<file path="src/rtl/cke_trk_pkg.sv">
package cke_trk_pkg;

   typedef enum logic [1:0] {
      PS_NORMAL  = 2'd0,
      PS_PWRDN   = 2'd1,
      PS_SELFREF = 2'd2,
      PS_SUSPEND = 2'd3
   } pwr_state_e;

   typedef enum logic [1:0] {
      CK_DESEL = 2'd0,
      CK_NOP   = 2'd1,
      CK_REF   = 2'd2,
      CK_OTHER = 2'd3
   } cmd_kind_e;

endpackage

</file>
<file path="src/rtl/cke_trk_cmd_dec.sv">
module cke_trk_cmd_dec
   import cke_trk_pkg::*;
(
   input  logic      cs_n_i,
   input  logic      ras_n_i,
   input  logic      cas_n_i,
   input  logic      we_n_i,
   input  logic      dsf_i,
   output cmd_kind_e kind_o
);

   always_comb begin
      if (cs_n_i)
         kind_o = CK_DESEL;
      else if (ras_n_i && cas_n_i && we_n_i)
         kind_o = CK_NOP;
      else if (!ras_n_i && !cas_n_i && we_n_i && !dsf_i)
         kind_o = CK_REF;
      else
         kind_o = CK_OTHER;
   end

endmodule

</file>
<file path="src/rtl/cke_trk_lockout.sv">
module cke_trk_lockout #(
   parameter int unsigned CYCLES = 4
) (
   input  logic clk,
   input  logic rst,
   input  logic load_i,
   output logic busy_o
);

   localparam int unsigned CW = $clog2(CYCLES + 2);

   logic [CW-1:0] cnt_q;

   always_ff @(posedge clk) begin
      if (rst)
         cnt_q <= '0;
      else if (load_i)
         cnt_q <= CW'(CYCLES);
      else if (cnt_q != '0)
         cnt_q <= cnt_q - 1'b1;
   end

   assign busy_o = (cnt_q != '0);

endmodule

</file>
<file path="src/rtl/cke_trk_fsm.sv">
module cke_trk_fsm
   import cke_trk_pkg::*;
#(
   parameter int unsigned NUM_BANKS = 2
) (
   input  logic                 clk,
   input  logic                 rst,
   input  logic                 cke_i,
   input  cmd_kind_e            kind_i,
   input  logic [NUM_BANKS-1:0] bank_idle_i,
   input  logic                 locked_i,
   output pwr_state_e           state_o,
   output logic                 illegal_o,
   output logic                 trc_load_o,
   output logic                 tss_load_o
);

   // running AND over banks, one stage per bank
   logic [NUM_BANKS:0] idle_chain;
   assign idle_chain[0] = 1'b1;
   for (genvar b = 0; b < NUM_BANKS; b++) begin : g_idle
      assign idle_chain[b+1] = idle_chain[b] & bank_idle_i[b];
   end
   logic all_idle;
   assign all_idle = idle_chain[NUM_BANKS];

   pwr_state_e state_q, state_d;
   logic       cke_q;
   logic       ill_q, ill_d;
   logic       no_cmd;

   assign no_cmd = (kind_i == CK_DESEL) || (kind_i == CK_NOP);

   always_comb begin
      state_d    = state_q;
      ill_d      = 1'b0;
      trc_load_o = 1'b0;
      tss_load_o = 1'b0;
      unique case (state_q)
         PS_NORMAL: begin
            if (cke_q) begin
               if (locked_i && !no_cmd)
                  ill_d = 1'b1;
               if (cke_i) begin
                  if (kind_i == CK_REF && !all_idle)
                     ill_d = 1'b1;
               end else if (all_idle) begin
                  if (no_cmd)
                     state_d = PS_PWRDN;
                  else if (kind_i == CK_REF && !locked_i)
                     state_d = PS_SELFREF;
                  else
                     ill_d = 1'b1;
               end else begin
                  state_d = PS_SUSPEND;
                  if (kind_i == CK_REF)
                     ill_d = 1'b1;
               end
            end
         end
         PS_PWRDN, PS_SELFREF: begin
            if (cke_i) begin
               if (no_cmd) begin
                  state_d    = PS_NORMAL;
                  trc_load_o = (state_q == PS_SELFREF);
                  tss_load_o = (state_q == PS_PWRDN);
               end else begin
                  ill_d = 1'b1;
               end
            end
         end
         PS_SUSPEND: begin
            if (cke_i)
               state_d = PS_NORMAL;
         end
         default: state_d = PS_NORMAL;
      endcase
   end

   always_ff @(posedge clk) begin
      if (rst) begin
         state_q <= PS_NORMAL;
         cke_q   <= 1'b1;
         ill_q   <= 1'b0;
      end else begin
         state_q <= state_d;
         cke_q   <= cke_i;
         ill_q   <= ill_d;
      end
   end

   assign state_o   = state_q;
   assign illegal_o = ill_q;

endmodule

</file>
<file path="src/rtl/sdram_cke_tracker.sv">
module sdram_cke_tracker
   import cke_trk_pkg::*;
#(
   parameter int unsigned NUM_BANKS = 2,
   parameter int unsigned TRC_CYC   = 10,
   parameter int unsigned TSS_CYC   = 1
) (
   input  logic                 clk,
   input  logic                 rst,
   input  logic                 cke_i,
   input  logic                 cs_n_i,
   input  logic                 ras_n_i,
   input  logic                 cas_n_i,
   input  logic                 we_n_i,
   input  logic                 dsf_i,
   input  logic [NUM_BANKS-1:0] bank_idle_i,
   output logic [1:0]           pwr_state_o,
   output logic                 cmd_ok_o,
   output logic                 illegal_o
);

   localparam int unsigned TRC_LOAD = TRC_CYC - 1;

   if (NUM_BANKS < 1) begin : g_bad_banks
      $error("NUM_BANKS must be at least 1");
   end
   if (TRC_CYC < 2) begin : g_bad_trc
      $error("TRC_CYC must be at least 2");
   end

   cmd_kind_e  kind;
   pwr_state_e state;
   logic       trc_load, tss_load, trc_busy, tss_busy, locked;

   cke_trk_cmd_dec u_dec (
      .cs_n_i (cs_n_i),
      .ras_n_i(ras_n_i),
      .cas_n_i(cas_n_i),
      .we_n_i (we_n_i),
      .dsf_i  (dsf_i),
      .kind_o (kind)
   );

   cke_trk_lockout #(.CYCLES(TRC_LOAD)) u_trc (
      .clk   (clk),
      .rst   (rst),
      .load_i(trc_load),
      .busy_o(trc_busy)
   );

   cke_trk_lockout #(.CYCLES(TSS_CYC)) u_tss (
      .clk   (clk),
      .rst   (rst),
      .load_i(tss_load),
      .busy_o(tss_busy)
   );

   assign locked = trc_busy | tss_busy;

   cke_trk_fsm #(.NUM_BANKS(NUM_BANKS)) u_fsm (
      .clk        (clk),
      .rst        (rst),
      .cke_i      (cke_i),
      .kind_i     (kind),
      .bank_idle_i(bank_idle_i),
      .locked_i   (locked),
      .state_o    (state),
      .illegal_o  (illegal_o),
      .trc_load_o (trc_load),
      .tss_load_o (tss_load)
   );

   assign pwr_state_o = state;
   assign cmd_ok_o    = (state == PS_NORMAL) && !locked;

endmodule

</file>
<file path="config.mk">
export PLATFORM = sky130hd
export DESIGN_NAME = sdram_cke_tracker
export DESIGN_NICKNAME = d
export VERILOG_FILES = /design/src/rtl/cke_trk_pkg.sv /design/src/rtl/cke_trk_cmd_dec.sv /design/src/rtl/cke_trk_lockout.sv /design/src/rtl/cke_trk_fsm.sv /design/src/rtl/sdram_cke_tracker.sv
export SDC_FILE = /design/constraint.sdc
export NUM_CORES = 1
export LEC_CHECK = 0
export CAP_MARGIN = 20
export CORE_MARGIN = 2
export CORE_UTILIZATION = 40
export CTS_CLUSTER_DIAMETER = 200
export DETAILED_ROUTE_END_ITERATION = 6
export GPL_TIMING_DRIVEN = 0
export PLACE_DENSITY = 0.7
export REMOVE_ABC_BUFFERS = 1
export SYNTH_ARGS = -nofsm -noshare
export SYNTH_HDL_FRONTEND = slang
export SYNTH_HIERARCHICAL = 1
export SYNTH_SLANG_ARGS = --single-unit
</file>
<file path="constraint.sdc">
create_clock -name clk -period 2.5 [get_ports clk]
set_clock_uncertainty 0.1 [all_clocks]
set_input_delay 0.5 -clock clk [delete_from_list [all_inputs] [get_ports clk]]
set_output_delay 0.5 -clock clk [all_outputs]
set_load 0.005 [all_outputs]
</file>
# --- Word-level counts from Yosys, hierarchy flattened ---
# Index checks and enable logic that the tools add are counted.
totals:
  register_bits: 10
  inputBits: 10
  wordCells: 81
classes:
  n_addsub: 2
  n_eq_ne: 11
  mux: 33
  n_bitwise: 2
  n_reduce_logical: 26
ops:
  columns: ["op", "count"]
  rows:
  - ["$mux 2", 10]
  - ["$mux 1", 19]
  - ["$logic_and 1x1->1", 9]
  - ["$mux 4", 2]
  - ["$eq 2x2->1 const B", 3]
  - ["$logic_not 1->1", 6]
  - ["$ne 2x2->1 const B", 3]
  - ["$pmux 2 s3", 1]
  - ["$reduce_and 6->1", 1]
  - ["$reduce_bool 2->1", 3]
  - ["$reduce_or 2->1", 3]
  - ["$eq 2x1->1 const B", 2]
  - ["$logic_not 2->1", 2]
  - ["$ne 2x1->1 const B", 2]
  - ["$ne 4x4->1 const B", 1]
  - ["$reduce_bool 4->1", 1]
  - ["$sub 4x1->4 const B", 1]
  - ["$pmux 1 s2", 1]
  - ["$sub 2x1->2 const B", 1]
  - ["$and 1x1->1", 1]
  - ["$logic_or 1x1->1", 1]
  - ["$or 1x1->1", 1]

# --- Depth between registers and ports, before layout ---
# Gate-level depths: netlist (run 1).
depth:
  depth_word: 18
  mapped_depth: 8
  mapped_depth_nobuf: 7

# --- Cells and area by module ---
# The synthesis (run 1) kept the hierarchy.
by_module_without_submodules:
  columns: ["mod", "n_inst", "cells_each", "area_per_inst_um2", "seq_area_each_um2"]
  rows:
  - ["cke_trk_fsm", 1, 38, 335.3, 80.1]
  - ["cke_trk_lockout at u_trc", 1, 22, 203.9, 80.1]
  - ["cke_trk_lockout at u_tss", 1, 11, 122.6, 40.0]
  - ["cke_trk_cmd_dec", 1, 3, 25.0, 0.0]
  - ["sdram_cke_tracker", 1, 2, 18.8, 0.0]

# --- Worst setup path before layout (run 1) ---
# OpenSTA, ideal clock, no wires.
synth_timing:
  path_kind: "register to register"
  startpoint: "register u_trc.cnt_q[0]"
  endpoint: "register u_fsm.state_q[0], in the netlist u_fsm/state_o[0]"
  arrival_ps: 1723
  t_required_ps: 2277
  setup_slack_ps: 554
  path_stages_with_launch: 9
  path_buffers: 1
  period_less_slack_ps: 1946
  path_cell_list: "dfxtp_1 > inv_1 > ha_1 > or3b_1 > clkbuf_2 > or2_1 > o31ai_2 > o22ai_2 > mux2i_1"
synth_via:
  elab_chain_cells: 6
synth_rtl:
  columns: ["element", "line_no", "rtl"]
  rows:
  - ["start: declaration", "cke_trk_lockout.sv:12", "logic [CW-1:0] cnt_q;"]
  - ["start signal: assignment", "cke_trk_lockout.sv:18", "cnt_q <= CW'(CYCLES);"]
  - ["start signal: assignment", "cke_trk_lockout.sv:20", "cnt_q <= cnt_q - 1'b1;"]
  - ["$reduce_bool 4->1", "cke_trk_lockout.sv:23", "assign busy_o = (cnt_q != '0);"]
  - ["net trc_busy", "sdram_cke_tracker.sv:33", "logic trc_load, tss_load, trc_busy, tss_busy, locked;"]
  - ["$or 1x1->1", "sdram_cke_tracker.sv:58", "assign locked = trc_busy | tss_busy;"]
  - ["net locked", "sdram_cke_tracker.sv:33", null]
  - ["$logic_not 1->1", "cke_trk_fsm.sv:50", "else if (kind_i == CK_REF && !locked_i)"]
  - ["$logic_and 1x1->1", "cke_trk_fsm.sv:50", null]
  - ["$ne 4x4->1 (no line)", null, null]
  - ["$reduce_and 6->1 (no line)", null, null]
  - ["end signal: assignment", "cke_trk_fsm.sv:86", "state_q <= state_d;"]
  - ["end: declaration", "cke_trk_fsm.sv:27", "pwr_state_e state_q, state_d;"]
# The timed path passes the listed nets, and every way through them passes these cells.
# A chain may end at the register's enable or synchronous reset.

# --- Final worst setup path (run 1) ---
layout_timing:
  startpoint: "register u_trc.cnt_q[0]"
  endpoint: "output cmd_ok_o"
layout_via:
  elab_chain_cells: 4
layout_rtl:
  columns: ["element", "line_no", "rtl"]
  rows:
  - ["$reduce_bool 4->1", "cke_trk_lockout.sv:23", null]
  - ["net trc_busy", "sdram_cke_tracker.sv:33", null]
  - ["$or 1x1->1", "sdram_cke_tracker.sv:58", null]
  - ["$logic_not 1->1", "sdram_cke_tracker.sv:74", "assign cmd_ok_o = (state == PS_NORMAL) && !locked;"]
  - ["$logic_and 1x1->1", "sdram_cke_tracker.sv:74", null]
  - ["end: declaration", "sdram_cke_tracker.sv:18", "output logic cmd_ok_o,"]
# The timed path passes the listed nets, and every way through them passes these cells.

==> flow_summary.toml, run 1 <==
[timing]
max_clock_freq_mhz = 430
drv_slew = 0
min_period_ns = 2.33
worst-slew-pin-transition_ns = 0.482
setup-violations-final = 0
max_slew_margin_pct = 67.7
rsz0062_at_grt = "false"
fin_tns_setup_ns = 0
timing.final.hold_violations = 0
period_share_pct = 93.1

[clocking]
cts_hold_buffers = 0
clock_sink_count = 10
clock_tree_from_tritoncts = "done"
clock_insertion_delay_worst_skew_ns = 0.27
cts-buffers-inserted = 3
ctsRootBufferMaster = "sky130_fd_sc_hd__clkbuf_4"
cts.htree.levels = 1
clkTransAtPathRegs_ns = 0.07
max-clock-path-buffers = 2

[synth]
main_combinational_cell_family_by_area_after_synthesis = "simple AND/OR/NAND/NOR gates"
post_synth_num_cell_types = 28
synth-warning-count = 6
synth.ff_latch_count = 10
synth-xor-area-share_pct = 3.72
synth.area.mux_share_pct = 4.26
synth_area_um2 = 706
synth_compound_area_share_pct = 16.7
post_synthesis_mean_instance_area_um2 = 9.29
post_synth_fa_ha_maj_area_fraction_pct = 16.0
fraction_of_the_mapped_netlist_area_in_simple_logic_gates_pct = 25.0
synth_sequential_area_ratio_pct = 28.4
synthCells = 76

[detailed_routing]
detailedRoute.firstIterationViolations = 2
total_wire_length_mm = 1.26
drt_pre_antenna_iters = 2
drt_drc_violations_left = 0
routed-via-count = 571
viasPerCell = 5.19
route.antenna.remaining_nets = 0
avgRoutedWirePerCell_um = 11.5

[floorplanning]
initial_core_utilization_pct = 41.8
io_pins = 14
die_w_um = 46
rows = 15
fp.dieArea_mm2 = 0.00212
core_area_mm2 = 0.00169
die_y_um = 46

[setup_path]
critical_path.cell_chain = "inv_1, ha_1, or3b_4, nor4_2, dlygate4sd2_1"
critical_path.slowest_cell = "sky130_fd_sc_hd__or3b_4"
critPathBufInv = 2
critPathLaunchType = "register"
critical-path-max-stage-delay_ns = 0.40
worstSetupEndpointType = "primary output"
cp.required_ns = 1.90
cp_max_fo = 3
critical-path-top-delay-family = "simple AND/OR/NAND/NOR gates"
worst_ep_arrival_time_ns = 1.73
critPathKind = "register to primary output"

[global_routing]
grt_max_degree = 12
global_routing_usage_summed_across_all_routing_layers_pct = 14.2
antenna_found_initial = 0
grt_overflow_total = 0
grt_pass1_vias = 538
grt_first_pass_wirelength_mm = 2.16

[power]
power_density_mw_per_mm2 = 1110
leakagePower_uw = 0.000379
worst_ir_drop_vdd_uv = 425

[placed_design]
finalWeightedCongestion = 0.756
port_buffers = 13
detailed_place.area_um2 = 852

[finish]
fill_cells = 161
syn_to_final_growth_pct = 27.1
post_route_cells_drive_above_1_share_pct = 15.1
finish.net_count = 113
antenna_cells = 0
final_cell_area_um2 = 897

[run_status]
run_status = "finished clean"

[min_path]
hold_class = "register to register"

[flow_run]
drv_cap = 0
[sequential cells by signal (all words and copies together), names as in the netlist]
register and count:
u_trc/cnt_q 4, u_fsm/state_o 2, u_fsm/illegal_o 1, u_fsm/cke_q 1, u_tss/cnt_q 2
[final cells by class]
class	instances	area (um^2)	area share, %
clock buffer	4	36.3	4.04
inverter	10	37.5	4.18
multi-input combinational	55	465	51.9
sequential	10	200	22.3
tap	17	21.3	2.37
timing repair buffer	14	136	15.2
[report_power, final]
| group | total (uW) | switching [uW] | internal [uW] |
|---|---|---|---|
| sequential | 283 | 60.5 | 223 |
| combinational | 567 | 259 | 307 |
| clock | 149 | 60.7 | 88.4 |
| total | 999 | 380 | 619 |
[per-stage QoR]
step           util [%]  hold WS, ns  instances  setup WS (ns)  total power (uW)
6_report           53.1        0.436        110          0.174               999
3_3_place_gp       50.4        0.427        105         0.0601               813
5_1_grt            53.1        0.471        110         0.0844              1090
4_1_cts            53.1        0.439        110          0.147              1020
2_1_floorplan         -        0.400         75          0.570               689
3_5_place_dp       50.4        0.427        105         0.0350               833
[worst min-delay path: cells and delay by family (launching register included)]
kind           cells  cell delay (ns)
flip-flops         1             0.34
AO/OA/AOI/OAI      2             0.16
[logic make-up after synthesis]
kind of cell / Yosys count
DFF: 10
and+or+nand+nor: 27
xor gates and xnor gates: 3
muxes: 3
adders and majority gates: 9
AOI/OAI and AO/OA: 13
buffers and inverters: 11
[placed cells by master, fill, tap and decap left out, types with 3 or more instances in the layout]
master and count:
sky130_fd_sc_hd__a21oi_1 6, sky130_fd_sc_hd__dfxtp_1 10, sky130_fd_sc_hd__clkdlybuf4s50_1 12, sky130_fd_sc_hd__nand2_1 5
sky130_fd_sc_hd__nor3b_1 3, sky130_fd_sc_hd__clkbuf_4 3, sky130_fd_sc_hd__mux2i_1 3, sky130_fd_sc_hd__ha_1 9
sky130_fd_sc_hd__inv_1 10, sky130_fd_sc_hd__nor2_1 5
[path summary, 6_finish.rpt]
kind	from	to	slack, ns	depth (start not counted)
worst min-delay path	u_fsm/cke_q$_SDFF_PP1_	u_fsm/illegal_o$_SDFF_PP0_	0.44	2
worst min register to register	u_fsm/cke_q$_SDFF_PP1_	u_fsm/illegal_o$_SDFF_PP0_	0.44	2
worst max register to register	u_trc/cnt_q[0]$_SDFFE_PP0P_	u_fsm/state_o[1]$_SDFFE_PP0P_	0.39	8
worst max-delay path	u_trc/cnt_q[0]$_SDFFE_PP0P_	cmd_ok_o	0.17	5
[layer usage]
layer  vias to the layer above  global-route usage, %  share of wire [%]
met5                         -                      0                  0
met4                         0                   6.86                  0
met3                         0                   3.97                4.4
met2                        13                   22.5                 47
met1                       265                   17.5                 49
li1                        293                      -                  -
[synth_stat cells]
cell type,number,area [um^2]
sky130_fd_sc_hd__mux2i_1,3,30.0
sky130_fd_sc_hd__o31ai_2,1,12.5
sky130_fd_sc_hd__nand2_1,5,18.8
sky130_fd_sc_hd__ha_1,9,113
sky130_fd_sc_hd__nand2b_4,1,13.8
sky130_fd_sc_hd__o22ai_2,1,12.5
sky130_fd_sc_hd__o311ai_1,1,8.76
sky130_fd_sc_hd__nor3b_1,3,22.5
sky130_fd_sc_hd__nand2b_1,2,12.5
sky130_fd_sc_hd__xnor2_1,1,8.76
sky130_fd_sc_hd__a2111oi_4,1,27.5
sky130_fd_sc_hd__nor2b_4,1,13.8
sky130_fd_sc_hd__a21oi_1,6,30.0
sky130_fd_sc_hd__nor4b_2,1,15.0
sky130_fd_sc_hd__nor4_2,1,12.5
sky130_fd_sc_hd__nor3_1,2,10.0
sky130_fd_sc_hd__or3b_1,1,8.76
sky130_fd_sc_hd__inv_1,10,37.5
sky130_fd_sc_hd__clkbuf_2,1,5.00
sky130_fd_sc_hd__nand3_1,1,5.00
sky130_fd_sc_hd__or2_1,2,12.5
sky130_fd_sc_hd__a2111oi_2,1,15.0
sky130_fd_sc_hd__xor2_1,2,17.5
sky130_fd_sc_hd__o21ai_0,1,5.00
sky130_fd_sc_hd__a31oi_1,1,6.26
sky130_fd_sc_hd__dfxtp_1,10,200
sky130_fd_sc_hd__nor2b_1,2,12.5
sky130_fd_sc_hd__nor2_1,5,18.8
[timing repair]
item | 4_1_cts | 5_1_grt
gates resized for setup | 2 | 0
setup endpoints to repair | 1 | 0
buffers inserted | 1 | 0
(Power assumes the default switching activity.)
==> run 2: changes to the inputs <==
Settings changed: ABC_AREA set to 1, PLACE_DENSITY 0.7 to 0.69.
==> flow_summary.toml, run 2 <==
[timing]
final.hold.worst_slack_ns = 0.405
min_period_ns = 2.38
drv_slew = 0
rsz0062_at_grt = "false"
max_clock_freq_mhz = 421
period_share_pct = 95.0
worst-slew-pin-transition_ns = 0.216
fin_tns_setup_ns = 0
timing.final.hold_violations = 0
max_slew_margin_pct = 85.6
setup-violations-final = 0

[finish]
post_route_cells_drive_above_1_share_pct = 15.9
layout_common_cells = "sky130_fd_sc_hd__nand2_1 (31), sky130_fd_sc_hd__inv_1 (22), sky130_fd_sc_hd__clkdlybuf4s50_1 (13), sky130_fd_sc_hd__nor2_1 (11), sky130_fd_sc_hd__dfxtp_1 (10)"
number_of_flip_flops_in_the_largest_register = 4
fill_cells = 206
syn_to_final_growth_pct = 26.2
largest-register = "u_trc/cnt_q"
seqCellArea_um2 = 200
antenna_cells = 0
finish.net_count = 165
multiInputGateArea_um2 = 504
layout_commonest_cell = "sky130_fd_sc_hd__nand2_1"

[run_status]
run_status = "finished clean"

[detailed_routing]
route.antenna.remaining_nets = 0
avgRoutedWirePerCell_um = 9.03
drt_pre_antenna_iters = 4
drt_drc_violations_left = 0
total_wire_length_mm = 1.55
detailedRoute.firstIterationViolations = 17
viasPerCell = 4.42
routed-via-count = 761

[clocking]
clock_insertion_delay_worst_skew_ns = 0.26
clkTransAtPathRegs_ns = 0.07
max-clock-path-buffers = 2
clock_tree_from_tritoncts = "done"
cts.htree.levels = 1
cts_hold_buffers = 0
post-cts-setup-buffer-count = 0
clock_sink_count = 10
cts-buffers-inserted = 3
ctsRootBufferMaster = "sky130_fd_sc_hd__clkbuf_4"

[synth]
synth_commonest_cells = "sky130_fd_sc_hd__nand2_1 (31), sky130_fd_sc_hd__inv_1 (23), sky130_fd_sc_hd__nor2_1 (11)"
synthCells = 128
post_synth_num_cell_types = 22
synth_area_um2 = 812
async_set_reset_flop_share_out_of_synthesis_pct = 0
synth_most_common_cell = "sky130_fd_sc_hd__nand2_1"
yosys_most_used_dff = "sky130_fd_sc_hd__dfxtp_1"
synth-edff-count = 0
post_synthesis_mean_instance_area_um2 = 6.34
synth_sequential_area_ratio_pct = 24.7
synth-warning-count = 6
synthDominantAreaCellType = "sky130_fd_sc_hd__dfxtp_1"
synth_top_area_share_pct = 24.7
synth.ff_latch_count = 10
dominant_cells_by_area_after_synthesis = "sky130_fd_sc_hd__dfxtp_1 (25%), sky130_fd_sc_hd__nand2_1 (14%), sky130_fd_sc_hd__ha_1 (14%)"

[global_routing]
grt_max_degree = 7
grt_pass1_vias = 706
grt_overflow_total = 0
grt_first_pass_wirelength_mm = 2.75
antenna_found_initial = 0
groute.layer.met3.usage_pct = 5.52
grtUsageMet2_pct = 26.0
global_routing_met1_resource_utilization_pct = 16.9
global_routing_usage_summed_across_all_routing_layers_pct = 14.5
grt-busiest-layer = "met2"

[power]
leakagePower_uw = 0.000530
worst_ir_drop_vdd_uv = 783
power_density_mw_per_mm2 = 1160

[flow_run]
drv_cap = 0

[floorplanning]
initial_core_utilization_pct = 41.8
die_w_um = 49.1
core_area_mm2 = 0.00194
io_pins = 14
rows = 16
die_y_um = 49.1
fp.dieArea_mm2 = 0.00241

[placed_design]
dp_hpwl_mm = 1.25
port_buffers = 13
finalWeightedCongestion = 0.845

[setup_path]
cp.required_ns = 1.90
worst_ep_arrival_time_ns = 1.78
critPathKind = "register to primary output"
critPathLaunchType = "register"
worstSetupEndpointType = "primary output"
cp_max_fo = 4

[min_path]
hold_class = "register to register"
[run 2: changes by cell type after synthesis, moves of 4 or more]
cell	change
sky130_fd_sc_hd__nand2_1	+26
sky130_fd_sc_hd__inv_1	+13
sky130_fd_sc_hd__inv_2	+7
sky130_fd_sc_hd__nand3_1	+7
sky130_fd_sc_hd__nor2_1	+6
sky130_fd_sc_hd__nor2_2	+4
sky130_fd_sc_hd__o21ai_0	+4
[run 2: logic make-up (layout without fill, tap and decap cells)]
group,after synthesis,after routing,synth area share (%)
buffers and inverters,32,49,14.8
AO/OA/AOI/OAI,14,14,9.86
adder cells (fa/ha/maj),9,9,13.9
flip-flops,10,10,24.7
AND/OR/NAND/NOR,63,63,36.8
[run 2: final timing paths]
path	end	depth (start not counted)	slack, ns	from
worst max-delay path	cmd_ok_o	7	0.12	u_trc/cnt_q[1]$_SDFFE_PP0P_
worst min-delay path	u_tss/cnt_q[1]$_SDFFE_PP0P_	2	0.40	u_tss/cnt_q[1]$_SDFFE_PP0P_
worst max register to register	u_fsm/state_o[1]$_SDFFE_PP0P_	9	0.79	u_fsm/state_o[0]$_SDFFE_PP0P_
worst min register to register	u_tss/cnt_q[1]$_SDFFE_PP0P_	2	0.40	u_tss/cnt_q[1]$_SDFFE_PP0P_
[run 2: layout make-up]
class	instances	share of cell area, %
inverters	32	11.7
well taps	27	3.30
clock buffers	4	3.54
multi-input cells	86	49.2
repair buffers	13	12.7
flip-flops and latches	10	19.5
[run 2: where the power goes]
group | switching [uW] | internal [uW]
clock network | 55.7 | 88.4
logic | 426 | 332
registers | 60.3 | 225
total | 542 | 646
[run 2: metrics by stage]
stage / instance area (um^2) / power (uW) / setup slack (ns) / util, % / cells
6_report: 1020 / 1190 / 0.125 / 52.8 / 172
5_1_grt: 1020 / 1330 / 0.0143 / 52.8 / 172
4_1_cts: 1010 / 1170 / 0.0399 / 52.1 / 172
3_5_place_dp: 976 / 1010 / 0.366 / 50.3 / 168
3_3_place_gp: 976 / 994 / 0.381 / 50.3 / 168
2_1_floorplan: 812 / 830 / 0.945 / - / 128
[run 2: per-layer routing]
metal	routed length (um)	part of all wire, %
met1	724	47
met2	786	51
met3	43	2.8
met4	0	0
met5	0	0
[run 2: critical path, stage by stage, from the launching register on]
cell	delay, ns
sky130_fd_sc_hd__dfxtp_1	0.32
sky130_fd_sc_hd__inv_1	0.15
sky130_fd_sc_hd__ha_4	0.18
sky130_fd_sc_hd__nand3_4	0.09
sky130_fd_sc_hd__inv_1	0.08
sky130_fd_sc_hd__nand2_2	0.08
sky130_fd_sc_hd__nor2_2	0.11
sky130_fd_sc_hd__clkdlybuf4s50_1	0.49
[run 2: repair_timing]
action | in CTS | in global routing
resized for setup | 0 | 3
hold endpoints to repair | 0 | 0
endpoints found under the setup margin | 0 | 1
